## src/rtl/pll_retune_pkg.sv

```systemverilog
// Shared field layout, result codes and state encoding for the core PLL
// retune sequencer. Field positions are fixed by the PLL control register
// that decodes them.
package pll_retune_pkg;

    localparam int CTRL_W    = 32;
    localparam int RATE_W    = 32;

    localparam int PD_BIT    = 0;
    localparam int BYP_BIT   = 1;
    localparam int ODIV_LSB  = 2;
    localparam int ODIV_W    = 2;
    localparam int IDIV_LSB  = 4;
    localparam int IDIV_W    = 5;
    localparam int FBDIV_LSB = 9;
    localparam int FBDIV_W   = 7;
    localparam int BAND_LSB  = 20;
    localparam int BAND_W    = 4;

    localparam int STAT_LOCK = 0;
    localparam int STAT_ERR  = 1;

    localparam logic IFDIV_BY1 = 1'b0;
    localparam logic IFDIV_BY2 = 1'b1;

    typedef enum logic [1:0] {
        RES_OK      = 2'b00,
        RES_TIMEOUT = 2'b01,
        RES_ERROR   = 2'b10
    } result_e;

    typedef enum logic [2:0] {
        ST_IDLE,
        ST_DIV_UP,
        ST_PLL_WR,
        ST_WAIT,
        ST_CHECK,
        ST_DIV_DOWN,
        ST_DONE
    } state_e;

    typedef struct packed {
        logic [BAND_W-1:0]  band;
        logic [FBDIV_W-1:0] fbdiv;
        logic [IDIV_W-1:0]  idiv;
        logic [ODIV_W-1:0]  odiv;
    } pll_cfg_t;

endpackage

```

## src/rtl/pll_ctrl_pack.sv

```systemverilog
// Packs the PLL divider fields into the control-register word.
// Assumes: power-down and bypass must be written as zero on every retune;
// all unassigned bits are written as zero.
module pll_ctrl_pack
    import pll_retune_pkg::*;
(
    input  pll_cfg_t            cfg,
    output logic [CTRL_W-1:0]   word
);

    // Place each divider field at its decoded bit position.
    always_comb begin
        word                           = '0;
        word[PD_BIT]                   = 1'b0;
        word[BYP_BIT]                  = 1'b0;
        word[ODIV_LSB  +: ODIV_W]      = cfg.odiv;
        word[IDIV_LSB  +: IDIV_W]      = cfg.idiv;
        word[FBDIV_LSB +: FBDIV_W]     = cfg.fbdiv;
        word[BAND_LSB  +: BAND_W]      = cfg.band;
    end

endmodule

```

## src/rtl/pll_lock_timer.sv

```systemverilog
// Down-counter that measures the PLL lock interval after a control write.
// Assumes: load is a one-cycle strobe in the PLL write cycle; run is held
// for the whole wait. Expired is high when the count has reached zero.
module pll_lock_timer #(
    parameter int CYCLES_PER_US = 200,
    parameter int LOCK_US       = 100
) (
    input  logic clk,
    input  logic rst_n,
    input  logic load,
    input  logic run,
    output logic expired
);

    localparam int LOCK_CYCLES = CYCLES_PER_US * LOCK_US;
    localparam int CNT_W       = (LOCK_CYCLES > 1) ? $clog2(LOCK_CYCLES + 1) : 1;

    generate
        if (LOCK_CYCLES > 1) begin : g_counter
            logic [CNT_W-1:0] cnt_q;

            // Reload on the PLL write, then count down to zero while running.
            always_ff @(posedge clk) begin
                if (!rst_n) begin
                    cnt_q <= '0;
                end else if (load) begin
                    cnt_q <= CNT_W'(LOCK_CYCLES - 1);
                end else if (run && (cnt_q != '0)) begin
                    cnt_q <= cnt_q - 1'b1;
                end
            end

            assign expired = (cnt_q == '0);

            // A fresh load must never appear expired in the next cycle.
            p_no_early_expiry_r4: assert property (@(posedge clk) disable iff (!rst_n)
                load |=> !expired);
        end else begin : g_single
            logic unused_in;
            assign unused_in = load ^ run ^ clk ^ rst_n;
            assign expired   = 1'b1;
        end
    endgenerate

endmodule

```

## src/rtl/pll_retune_fsm.sv

```systemverilog
// Sequencing state machine for a core PLL retune.
// Order: optional divide-by-2 write, PLL control write, lock wait, status
// check, optional divide-by-1 write, done pulse.
// Assumes: status is stable when sampled in the check state; requests are
// only taken in the idle state.
module pll_retune_fsm
    import pll_retune_pkg::*;
(
    input  logic        clk,
    input  logic        rst_n,
    input  logic        req_valid,
    input  logic        req_above,
    input  logic        pll_lock,
    input  logic        pll_err,
    input  logic        timer_expired,
    output logic        capture,
    output logic        timer_load,
    output logic        timer_run,
    output logic        pll_we,
    output logic        ifdiv_we,
    output logic        ifdiv_wdata,
    output logic        busy,
    output logic        done,
    output logic [1:0]  result
);

    state_e  state_q, state_d;
    logic    above_q;
    result_e result_q, result_d;

    // Next-state and result selection.
    always_comb begin
        state_d  = state_q;
        result_d = result_q;
        unique case (state_q)
            ST_IDLE:     if (req_valid) state_d = req_above ? ST_DIV_UP : ST_PLL_WR;
            ST_DIV_UP:   state_d = ST_PLL_WR;
            ST_PLL_WR:   state_d = ST_WAIT;
            ST_WAIT:     if (timer_expired) state_d = ST_CHECK;
            ST_CHECK: begin
                if (!pll_lock) begin
                    result_d = RES_TIMEOUT;
                    state_d  = ST_DONE;
                end else if (pll_err) begin
                    result_d = RES_ERROR;
                    state_d  = ST_DONE;
                end else begin
                    result_d = RES_OK;
                    state_d  = above_q ? ST_DONE : ST_DIV_DOWN;
                end
            end
            ST_DIV_DOWN: state_d = ST_DONE;
            ST_DONE:     state_d = ST_IDLE;
            default:     state_d = ST_IDLE;
        endcase
    end

    // State, latched threshold flag and result registers.
    always_ff @(posedge clk) begin
        if (!rst_n) begin
            state_q  <= ST_IDLE;
            above_q  <= 1'b0;
            result_q <= RES_OK;
        end else begin
            state_q  <= state_d;
            result_q <= result_d;
            if (capture) begin
                above_q <= req_above;
            end
        end
    end

    // Decode strobes from the current state.
    always_comb begin
        capture     = (state_q == ST_IDLE) && req_valid;
        pll_we      = (state_q == ST_PLL_WR);
        timer_load  = pll_we;
        timer_run   = (state_q == ST_WAIT);
        ifdiv_we    = (state_q == ST_DIV_UP) || (state_q == ST_DIV_DOWN);
        ifdiv_wdata = (state_q == ST_DIV_UP) ? IFDIV_BY2 : IFDIV_BY1;
        busy        = (state_q != ST_IDLE);
        done        = (state_q == ST_DONE);
        result      = result_q;
    end

    p_div_up_then_pll_r2: assert property (@(posedge clk) disable iff (!rst_n)
        (ifdiv_we && ifdiv_wdata == IFDIV_BY2) |=> pll_we);

    p_wait_holds_r4: assert property (@(posedge clk) disable iff (!rst_n)
        (state_q == ST_WAIT && !timer_expired) |=> (state_q == ST_WAIT));

    p_check_after_expiry_r4: assert property (@(posedge clk) disable iff (!rst_n)
        (state_q == ST_CHECK) |-> $past(timer_expired));

    p_timeout_result_r5: assert property (@(posedge clk) disable iff (!rst_n)
        (state_q == ST_CHECK && !pll_lock) |=> (done && result == RES_TIMEOUT && !ifdiv_we));

    p_error_result_r6: assert property (@(posedge clk) disable iff (!rst_n)
        (state_q == ST_CHECK && pll_lock && pll_err) |=> (done && result == RES_ERROR && !ifdiv_we));

    p_div_down_last_r7: assert property (@(posedge clk) disable iff (!rst_n)
        (ifdiv_we && ifdiv_wdata == IFDIV_BY1) |=> (done && result == RES_OK));

    p_div_down_low_only_r7: assert property (@(posedge clk) disable iff (!rst_n)
        (ifdiv_we && ifdiv_wdata == IFDIV_BY1) |-> !above_q);

    p_done_pulse_r8: assert property (@(posedge clk) disable iff (!rst_n)
        done |=> !done);

    p_result_legal_r8: assert property (@(posedge clk) disable iff (!rst_n)
        done |-> (result != 2'b11));

    p_single_pll_write_r9: assert property (@(posedge clk) disable iff (!rst_n)
        pll_we |=> !pll_we);

    p_idle_after_done_r9: assert property (@(posedge clk) disable iff (!rst_n)
        done |=> !busy);

endmodule

```

## src/rtl/core_pll_retuner.sv

```systemverilog
// Top of the core PLL retune sequencer. Captures a request, compares the
// target rate with the interface-divider threshold, packs the control word
// and drives the register writes through the sequencing state machine.
// Assumes: pll_status is already synchronous to clk.
module core_pll_retuner
    import pll_retune_pkg::*;
#(
    parameter int          CYCLES_PER_US = 200,
    parameter int          LOCK_US       = 100,
    parameter int unsigned THRESH_HZ     = 32'd500_000_000
) (
    input  logic                clk,
    input  logic                rst_n,
    input  logic                req_valid,
    input  logic [RATE_W-1:0]   req_rate_hz,
    input  logic [IDIV_W-1:0]   req_idiv,
    input  logic [FBDIV_W-1:0]  req_fbdiv,
    input  logic [ODIV_W-1:0]   req_odiv,
    input  logic [BAND_W-1:0]   req_band,
    input  logic [1:0]          pll_status,
    output logic                pll_ctrl_we,
    output logic [CTRL_W-1:0]   pll_ctrl_wdata,
    output logic                ifdiv_we,
    output logic                ifdiv_wdata,
    output logic                busy,
    output logic                done,
    output logic [1:0]          result
);

    pll_cfg_t           req_cfg;
    logic [CTRL_W-1:0]  packed_word;
    logic [CTRL_W-1:0]  ctrl_q;
    logic               req_above;
    logic               capture;
    logic               timer_load;
    logic               timer_run;
    logic               timer_expired;

    // Gather the request fields and compare the rate with the threshold.
    always_comb begin
        req_cfg.band  = req_band;
        req_cfg.fbdiv = req_fbdiv;
        req_cfg.idiv  = req_idiv;
        req_cfg.odiv  = req_odiv;
        req_above     = (req_rate_hz > RATE_W'(THRESH_HZ));
    end

    pll_ctrl_pack u_pack (
        .cfg  (req_cfg),
        .word (packed_word)
    );

    // Hold the packed control word from acceptance until the next request.
    always_ff @(posedge clk) begin
        if (!rst_n) begin
            ctrl_q <= '0;
        end else if (capture) begin
            ctrl_q <= packed_word;
        end
    end

    pll_lock_timer #(
        .CYCLES_PER_US (CYCLES_PER_US),
        .LOCK_US       (LOCK_US)
    ) u_timer (
        .clk     (clk),
        .rst_n   (rst_n),
        .load    (timer_load),
        .run     (timer_run),
        .expired (timer_expired)
    );

    pll_retune_fsm u_fsm (
        .clk           (clk),
        .rst_n         (rst_n),
        .req_valid     (req_valid),
        .req_above     (req_above),
        .pll_lock      (pll_status[STAT_LOCK]),
        .pll_err       (pll_status[STAT_ERR]),
        .timer_expired (timer_expired),
        .capture       (capture),
        .timer_load    (timer_load),
        .timer_run     (timer_run),
        .pll_we        (pll_ctrl_we),
        .ifdiv_we      (ifdiv_we),
        .ifdiv_wdata   (ifdiv_wdata),
        .busy          (busy),
        .done          (done),
        .result        (result)
    );

    assign pll_ctrl_wdata = ctrl_q;

    p_pd_bypass_clear_r3: assert property (@(posedge clk) disable iff (!rst_n)
        pll_ctrl_we |-> (pll_ctrl_wdata[PD_BIT] == 1'b0 && pll_ctrl_wdata[BYP_BIT] == 1'b0));

    p_req_hold_r9: assert property (@(posedge clk) disable iff (!rst_n)
        (busy && !done) |=> $stable(ctrl_q));

endmodule

```

## config.mk

```make
export PLATFORM = sky130hd
export DESIGN_NAME = core_pll_retuner
export DESIGN_NICKNAME = d
export VERILOG_FILES = /design/src/rtl/pll_retune_pkg.sv /design/src/rtl/pll_ctrl_pack.sv /design/src/rtl/pll_lock_timer.sv /design/src/rtl/pll_retune_fsm.sv /design/src/rtl/core_pll_retuner.sv
export SDC_FILE = /design/constraint.sdc
export NUM_CORES = 1
export LEC_CHECK = 0
export ABC_AREA = 1
export CAP_MARGIN = 20
export CORE_AREA = 2 2 85 87
export CTS_CLUSTER_DIAMETER = 40
export DETAILED_ROUTE_END_ITERATION = 7
export DIE_AREA = 0 0 87 89
export GPL_TIMING_DRIVEN = 1
export PLACE_DENSITY = 0.71
export SLEW_MARGIN = 20
export SYNTH_ARGS = -nofsm -noshare
export SYNTH_HDL_FRONTEND = slang
export SYNTH_SLANG_ARGS = --single-unit
```

## constraint.sdc

```tcl
create_clock -name clk -period 4.65 [get_ports clk]
set_clock_uncertainty 0.2 [all_clocks]
set_input_delay 1.1625 -clock clk [delete_from_list [all_inputs] [get_ports clk]]
set_output_delay 1.1625 -clock clk [all_outputs]
set_load 0.005 [all_outputs]
```

==> summary.txt, run 1 <==
Status
  • Status: complete, no violations

Setup path
  • Worst-path fanout max: 7
  • CP max-delay cell: clkdlybuf4s50_1
  • CP delay by family, top: buffers and inverters
  • Reg2Reg Launch Point: u_timer.g_counter.cnt_q[0]
  • Required time of the worst setup path: 3.29 ns
  • Worst r2r path cells: 10
  • R2r endpoint: u_timer.g_counter.cnt_q[5]
  • Cell Chain, Critical Path: inv_2, nor3_4, clkdlybuf4s50_1
  • Crit path buf inv count: 2
  • Crit Path Category: register to output pin
  • Worst path arrival time: between 1.5 and 2 ns
  • CP startpoint kind: register
  • Peak per-stage delay on the critical path: 0.58 ns
  • R2r setup slk: roughly 2.7 ns
  • Critical Path Sink Type: output pin

Synth
  • Post-synth top flop: dfxtp_1
  • Synth unique cells: 34
  • Sequential-to-total area share from yosys stat: roughly 36%
  • Mapped Avg Cell Area: 6.67 µm²
  • Async set-or-reset flop fraction in the synthesized netlist: 0%
  • Post-Syn Instances: ~320
  • Post-synth EDFFs: 0
  • Synth Cell Area: 0.00215 mm²
  • Area contributors post-synth: dfxtp_1 (36%), nand2_1 (17%), a21oi_1 (7.9%), nor2_1 (6.3%), buf_4 (5.6%)
  • Top-area cell type share of the netlist area: 36.3%
  • Synth Warn #: 0
  • Leading area contributor after synthesis: dfxtp_1
  • #FFs+latches synth: 39

Floorplan
  • Core area: 0.00672 mm²
  • Die area: 0.00774 mm²
  • Ports: 94
  • Initial Utilization: 32.0%
  • Die W: 87 µm
  • Die height: 89 µm
  • Row cnt: 30

Clock tree
  • CTS Buf Count: 5
  • Sink Count: 39
  • Clk slew on worst S/H paths: about 0.08 ns
  • Max Root-Sink Buffers: 2
  • H-tree lvl count: 2
  • Gates resized, CTS repair: 0
  • Clk_lat worst skew: 0.30 ns
  • Post-CTS setup repair buffer count: 0
  • Hold_buf cts: 0
  • CTS tree: done
  • CTS root buf: clkbuf_8

Layout
  • P&R area growth vs syn: 42.2%
  • Register area: between 700 and 800 µm²
  • Multi-input logic area: 0.00113 mm²
  • Post-route non-filler standard cell count: 481
  • Final nets: 456
  • Post-route cell area: a little over 0.003 mm²
  • Final core utilization: 45.5%
  • Layout cells sized above 1: 7.48%
  • Antenna diodes: 0
  • Number of fill cells: 663

Global route
  • Pin count of the biggest net entering global routing: 26
  • All-Layer GR Usage: 14.4%
  • First-pass GRT wire length: about 9000 µm
  • Vias in the first global route: approximately 2.1k
  • Initial antenna violation count: 0
  • Grt ovf: 0

Placed design
  • DP Worst Slack: approximately 1.7 ns
  • Routability cong.: 0.850
  • Buffers on Ports: 79
  • Detailed placer's ending HPWL: 4040 µm
  • Placed cell count: 473
  • Placed inst area: 0.00294 mm²

Timing
  • TNS Setup: 0 ns
  • Max-slew violations: 0
  • Final Setup Violations: 0
  • Smallest hold slack: 0.272 ns
  • Setup slack after layout: 1.52 ns
  • Final Cycle Share: 67.2%
  • Period minus WS final: approximately 3.1 ns
  • Final Hold Fails: 0
  • Rel. slew slack: 49.5%
  • FMAX: around 0.32 GHz
  • Worst slew pin tran: 0.757 ns
  • RSZ-0062 raised after global routing: no

Drt
  • Met3 Routed Length: 363 µm
  • Routed wl met2: 2540 µm
  • Vias per Instance: 4.52
  • Initial drt markers: 89
  • Final antenna-violating net count: 0
  • Avg WL per Cell: 10.7 µm
  • Metal-1 WL: between 2000 and 2500 µm
  • Drt drc: 0
  • Final WL: 5160 µm
  • Top Metal Used: met4
  • Vias after detailed routing: 2,172
  • 1st-pass router iterations: 4

Power
  • Design Power: about 1.5 mW
  • Leakage Power: ~1.3 nW
  • Max VDD drop: around 0.20 mV
  • Pwr dens: roughly 500 mW/mm²

Worst hold path
  • Hold depth: 2
  • Worst Hold End: pll_ctrl_wdata[10]
  • Min-delay src: pll_ctrl_wdata[10]
  • Hold WC Path Type: register to register

Flow run
  • Max Cap Viol: 0
==> cell usage in the layout, fill, tap and decap left out, types with 2 or more instances in the layout <==
cell type,instances
nand2_2,2
nand2_1,99
nand4_1,3
conb_1,14
o211ai_2,2
xor2_1,4
o21ai_2,2
clkbuf_8,5
nand3_1,12
inv_1,29
a21oi_1,34
nor2_4,3
o21ai_0,7
inv_2,5
nor2_2,2
dfxtp_1,39
clkdlybuf4s50_1,79
nor3_1,7
nor2_1,36
nand2_4,2
==> synth_stat cells (all sizes together) (2+ instances only) <==
cell,count
o21ai,10
o211ai,2
nand3,13
nand2,103
dfxtp,39
nand4,3
nor3,8
nor2,41
buf,19
a21oi,35
xor2,4
clkbuf,2
inv,35
==> layout make-up <==
class / count / area share, %
clock buffers: 5 / 2.25
multi-input cells: 240 / 37.1
flip-flops and latches: 39 / 25.6
clock inverters: 3 / 1.56
inverters: 35 / 4.38
well taps: 80 / 3.28
repair buffers: 79 / 25.9
==> worst max-delay path by stage <==
stage,from,end,slack [ns],cells past startpoint
2_1_floorplan,req_rate_hz[30],u_fsm.state_q[0],2.47,11
3_3_place_gp,rst_n,u_timer.g_counter.cnt_q[3],1.78,3
3_5_place_dp,rst_n,pll_ctrl_wdata[5],1.74,3
4_1_cts,u_fsm.state_q[1],pll_ctrl_we,1.51,3
5_1_grt,u_fsm.state_q[1],pll_ctrl_we,1.42,3
6_report,u_fsm.state_q[1],pll_ctrl_we,1.52,3
==> registers in the layout, summed over array words and instances, names as in the netlist <==
register and flops:
u_fsm.above_q 1, pll_ctrl_wdata 18, u_timer.g_counter.cnt_q 15, u_fsm.result 2
u_fsm.state_q 3
==> worst reg2reg max path, delay by kind of cell (launching register included) <==
family	cells	cell delay [ns]
AOI/OAI and AO/OA	2	0.24
and+or+nand+nor	5	0.52
DFF	1	0.36
adders and majority gates	1	0.26
buffers and inverters	2	0.27
==> per-layer routing <==
layer / vias up / global-route usage, %
li1: 1148 / -
met1: 955 / 16.7
met2: 60 / 25.1
met3: 9 / 4.34
met4: 0 / 5.11
met5: - / 0
==> where the power goes <==
group | internal [mW] | leakage [nW] | switching [mW] | total [mW]
sequential | 0.412 | 0.319 | 0.0677 | 0.480
combinational | 0.335 | 0.943 | 0.419 | 0.754
clock | 0.163 | 0.0587 | 0.132 | 0.295
==> cells by family after synthesis <==
| group | Yosys count | synth area share, % |
|---|---|---|
| other | 1 | 0.175 |
| flip-flops | 39 | 36.3 |
| AND/OR/NAND/NOR | 171 | 34.9 |
| AO/OA/AOI/OAI | 49 | 12.8 |
| XOR/XNOR | 5 | 2.04 |
| adder cells (fa/ha/maj) | 1 | 0.582 |
| buffers and inverters | 56 | 13.2 |
No activity file was read; power rests on OpenSTA's default activity.
==> inputs of run 2 (changes only) <==
Clock period 4.65 ns to 3.1 ns, I/O delays scaled along.
==> run 2 against run 1 <==
Against the previous run: die area is the same; worst setup slack lost 1.2 ns; via count grew 0.97%.
==> summary.txt, run 2 (synthesized netlist as in run 1, its figures left out) <==
Floorplan
  • Die W: 87 µm (unchanged)
  • Die area: 0.00774 mm² (unchanged)
  • Initial Utilization: 32.0% (unchanged)
  • Ports: 94 (unchanged)
  • Die height: 89 µm (unchanged)
  • Row cnt: 30 (unchanged)
  • Core area: 0.00672 mm² (unchanged)

Clock tree
  • Post-CTS setup repair buffer count: 0 (unchanged)
  • Max Root-Sink Buffers: 2 (unchanged)
  • H-tree lvl count: 2 (unchanged)
  • Gates resized, CTS repair: 0 (unchanged)
  • CTS root buf: clkbuf_8
  • Sink Count: 39 (unchanged)
  • Hold_buf cts: 0 (unchanged)
  • CTS tree: done
  • Clk_lat worst skew: 0.30 ns (about the same)
  • CTS Buf Count: 5 (unchanged)
  • Clk slew on worst S/H paths: 0.08 ns (about the same)

Worst hold path
  • Hold depth: 2 (unchanged)
  • Worst Hold End: pll_ctrl_wdata[11]
  • Min-delay src: pll_ctrl_wdata[11]
  • Hold WC Path Type: register to register

Power
  • Reg power frac: 31.3% (about the same)
  • Int Pwr: 1.37 mW (+50%)
  • Pwr dens: 749 mW/mm² (+50%)
  • Combinational share of power: 49.6% (+0.3 points)
  • Psw: 0.934 mW (+51%)
  • Clock power share: 19.1% (-0.2 points)
  • Leakage Power: 1.33 nW (+0.73%)
  • Sw Ratio: 40.6% (+0.084 points)
  • Max VDD drop: 0.284 mV (+42%)

Setup path
  • Worst r2r path cells: 10 (unchanged)
  • Peak per-stage delay on the critical path: 0.59 ns (about the same)
  • Critical Path Sink Type: output pin
  • Reg2Reg Launch Point: u_timer.g_counter.cnt_q[0]
  • CP delay by family, top: buffers and inverters
  • Cell Chain, Critical Path: inv_2, nor3_4, clkdlybuf4s50_1
  • Worst-path fanout max: 7 (unchanged)
  • Worst path arrival time: 1.77 ns (about the same)
  • Crit Path Category: register to output pin
  • Required time of the worst setup path: 2.12 ns (-1.17 ns)
  • CP startpoint kind: register
  • CP max-delay cell: clkdlybuf4s50_1
  • Crit path buf inv count: 2 (unchanged)
  • R2r endpoint: u_timer.g_counter.cnt_q[5]
  • R2r setup slk: 1.15 ns (-1.55 ns)

Timing
  • Period minus WS final: 2.74 ns
  • Final Hold Fails: 0 (unchanged)
  • TNS Setup: 0 ns (unchanged)
  • Max-slew violations: 0 (unchanged)
  • RSZ-0062 raised after global routing: no
  • FMAX: 0.364 GHz
  • Final Cycle Share: 88.5%
  • Final Setup Violations: 0 (unchanged)
  • Smallest hold slack: 0.266 ns (-0.00632 ns)

Global route
  • Initial antenna violation count: 0 (unchanged)
  • Vias in the first global route: 2,064 (-3.7%)
  • All-Layer GR Usage: 14.2% (-0.15 points)
  • First-pass GRT wire length: 8960 µm (-0.84%)
  • Grt ovf: 0 (unchanged)
  • Pin count of the biggest net entering global routing: 25 (-3.8%)

Drt
  • Final antenna-violating net count: 0 (unchanged)
  • Vias after detailed routing: 2,193 (+0.97%)
  • Drt drc: 0 (unchanged)
  • Avg WL per Cell: 10.6 µm (-0.86%)
  • Initial drt markers: 131 (+47%)
  • 1st-pass router iterations: 4 (unchanged)
  • Vias per Instance: 4.54 (+0.55%)
  • Final WL: 5140 µm (-0.45%)

Layout
  • P&R area growth vs syn: 42.9%
  • Final nets: 458 (+0.44%)
  • Antenna diodes: 0 (unchanged)
  • Largest register FFs: 18 (unchanged)
  • Most common cell after layout, fill and taps aside: nand2_1
  • Most frequent cells in the layout: nand2_1 (99), clkdlybuf4s50_1 (79), dfxtp_1 (39)
  • Layout cells sized above 1: 7.94% (+0.46 points)

Flow run
  • Max Cap Viol: 0 (unchanged)

Status
  • Status: complete, no violations

Placed design
  • Routability cong.: 0.846 (-0.48%)
  • Detailed placer's ending HPWL: 3980 µm (-1.5%)
  • Buffers on Ports: 79 (unchanged)
[run 2: cell types whose count changed in the layout (fill, tap and decap cells not counted), sizes merged]
cell / change
buf: +2
[run 2: stage by stage]
step	util [%]	total power [mW]	setup slack [ns]	cell area, µm²	std cells
2_1_floorplan	-	1.52	1.31	2200	335
3_3_place_gp	44.0	1.85	0.724	2950	475
3_5_place_dp	44.0	1.87	0.702	2950	475
4_1_cts	45.7	2.31	0.367	3070	483
5_1_grt	45.7	2.51	0.256	3070	483
6_report	45.7	2.30	0.356	3070	483
[run 2: tightest hold or removal path: cells and delay by family, from the launching register on]
| kind | cells | cell delay (ns) |
|---|---|---|
| flops | 1 | 0.31 |
| compound gates | 1 | 0.05 |
| simple gates | 1 | 0.06 |
[run 2: power groups by stage]
| stage | clock network (mW) | registers (mW) | logic [mW] |
|---|---|---|---|
| 2_1_floorplan | 0 | 0.714 | 0.808 |
| 3_3_place_gp | 0 | 0.724 | 1.13 |
| 3_5_place_dp | 0 | 0.728 | 1.14 |
| 4_1_cts | 0.450 | 0.719 | 1.14 |
| 5_1_grt | 0.470 | 0.737 | 1.30 |
| 6_report | 0.440 | 0.720 | 1.14 |
[run 2: worst max-delay path by stage]
stage                                 from          endpoint  slack [ns]  cells past startpoint
after floorplan            req_rate_hz[30]  u_fsm.state_q[0]        1.31                     11
after global placement    u_fsm.state_q[1]       pll_ctrl_we        0.72                      3
after detailed placement  u_fsm.state_q[1]       pll_ctrl_we        0.70                      3
after CTS                 u_fsm.state_q[1]       pll_ctrl_we        0.37                      3
after global routing      u_fsm.state_q[1]       pll_ctrl_we        0.26                      3
final                     u_fsm.state_q[1]       pll_ctrl_we        0.36                      3
[run 2: cell type report]
type / count / area (µm²)
Clock buffer: 5 / 68.8
Clock inverter: 3 / 47.5
Fill cell: 668 / 3650
Inverter: 35 / 134
Multi-Input combinational cell: 240 / 1130
Sequential cell: 39 / 781
Tap cell: 80 / 100
Timing Repair Buffer: 81 / 806
[run 2: routing by layer]
metal  share of wire [%]  vias up  wire, µm  global-route usage [%]
li1                    -     1150         -                       -
met1                  44      966      2260                    17.4
met2                  47       71      2420                    24.0
met3                 7.6        6       389                    4.99
met4                 1.2        0        61                    3.41
met5                   0        -         0                       0
==> inputs of run 3 (changes only) <==
Settings changed: GPL_ROUTABILITY_DRIVEN set to 0.
==> results of run 3 <==
No change in the layout: final DEF, timing and power equal those of run 2.
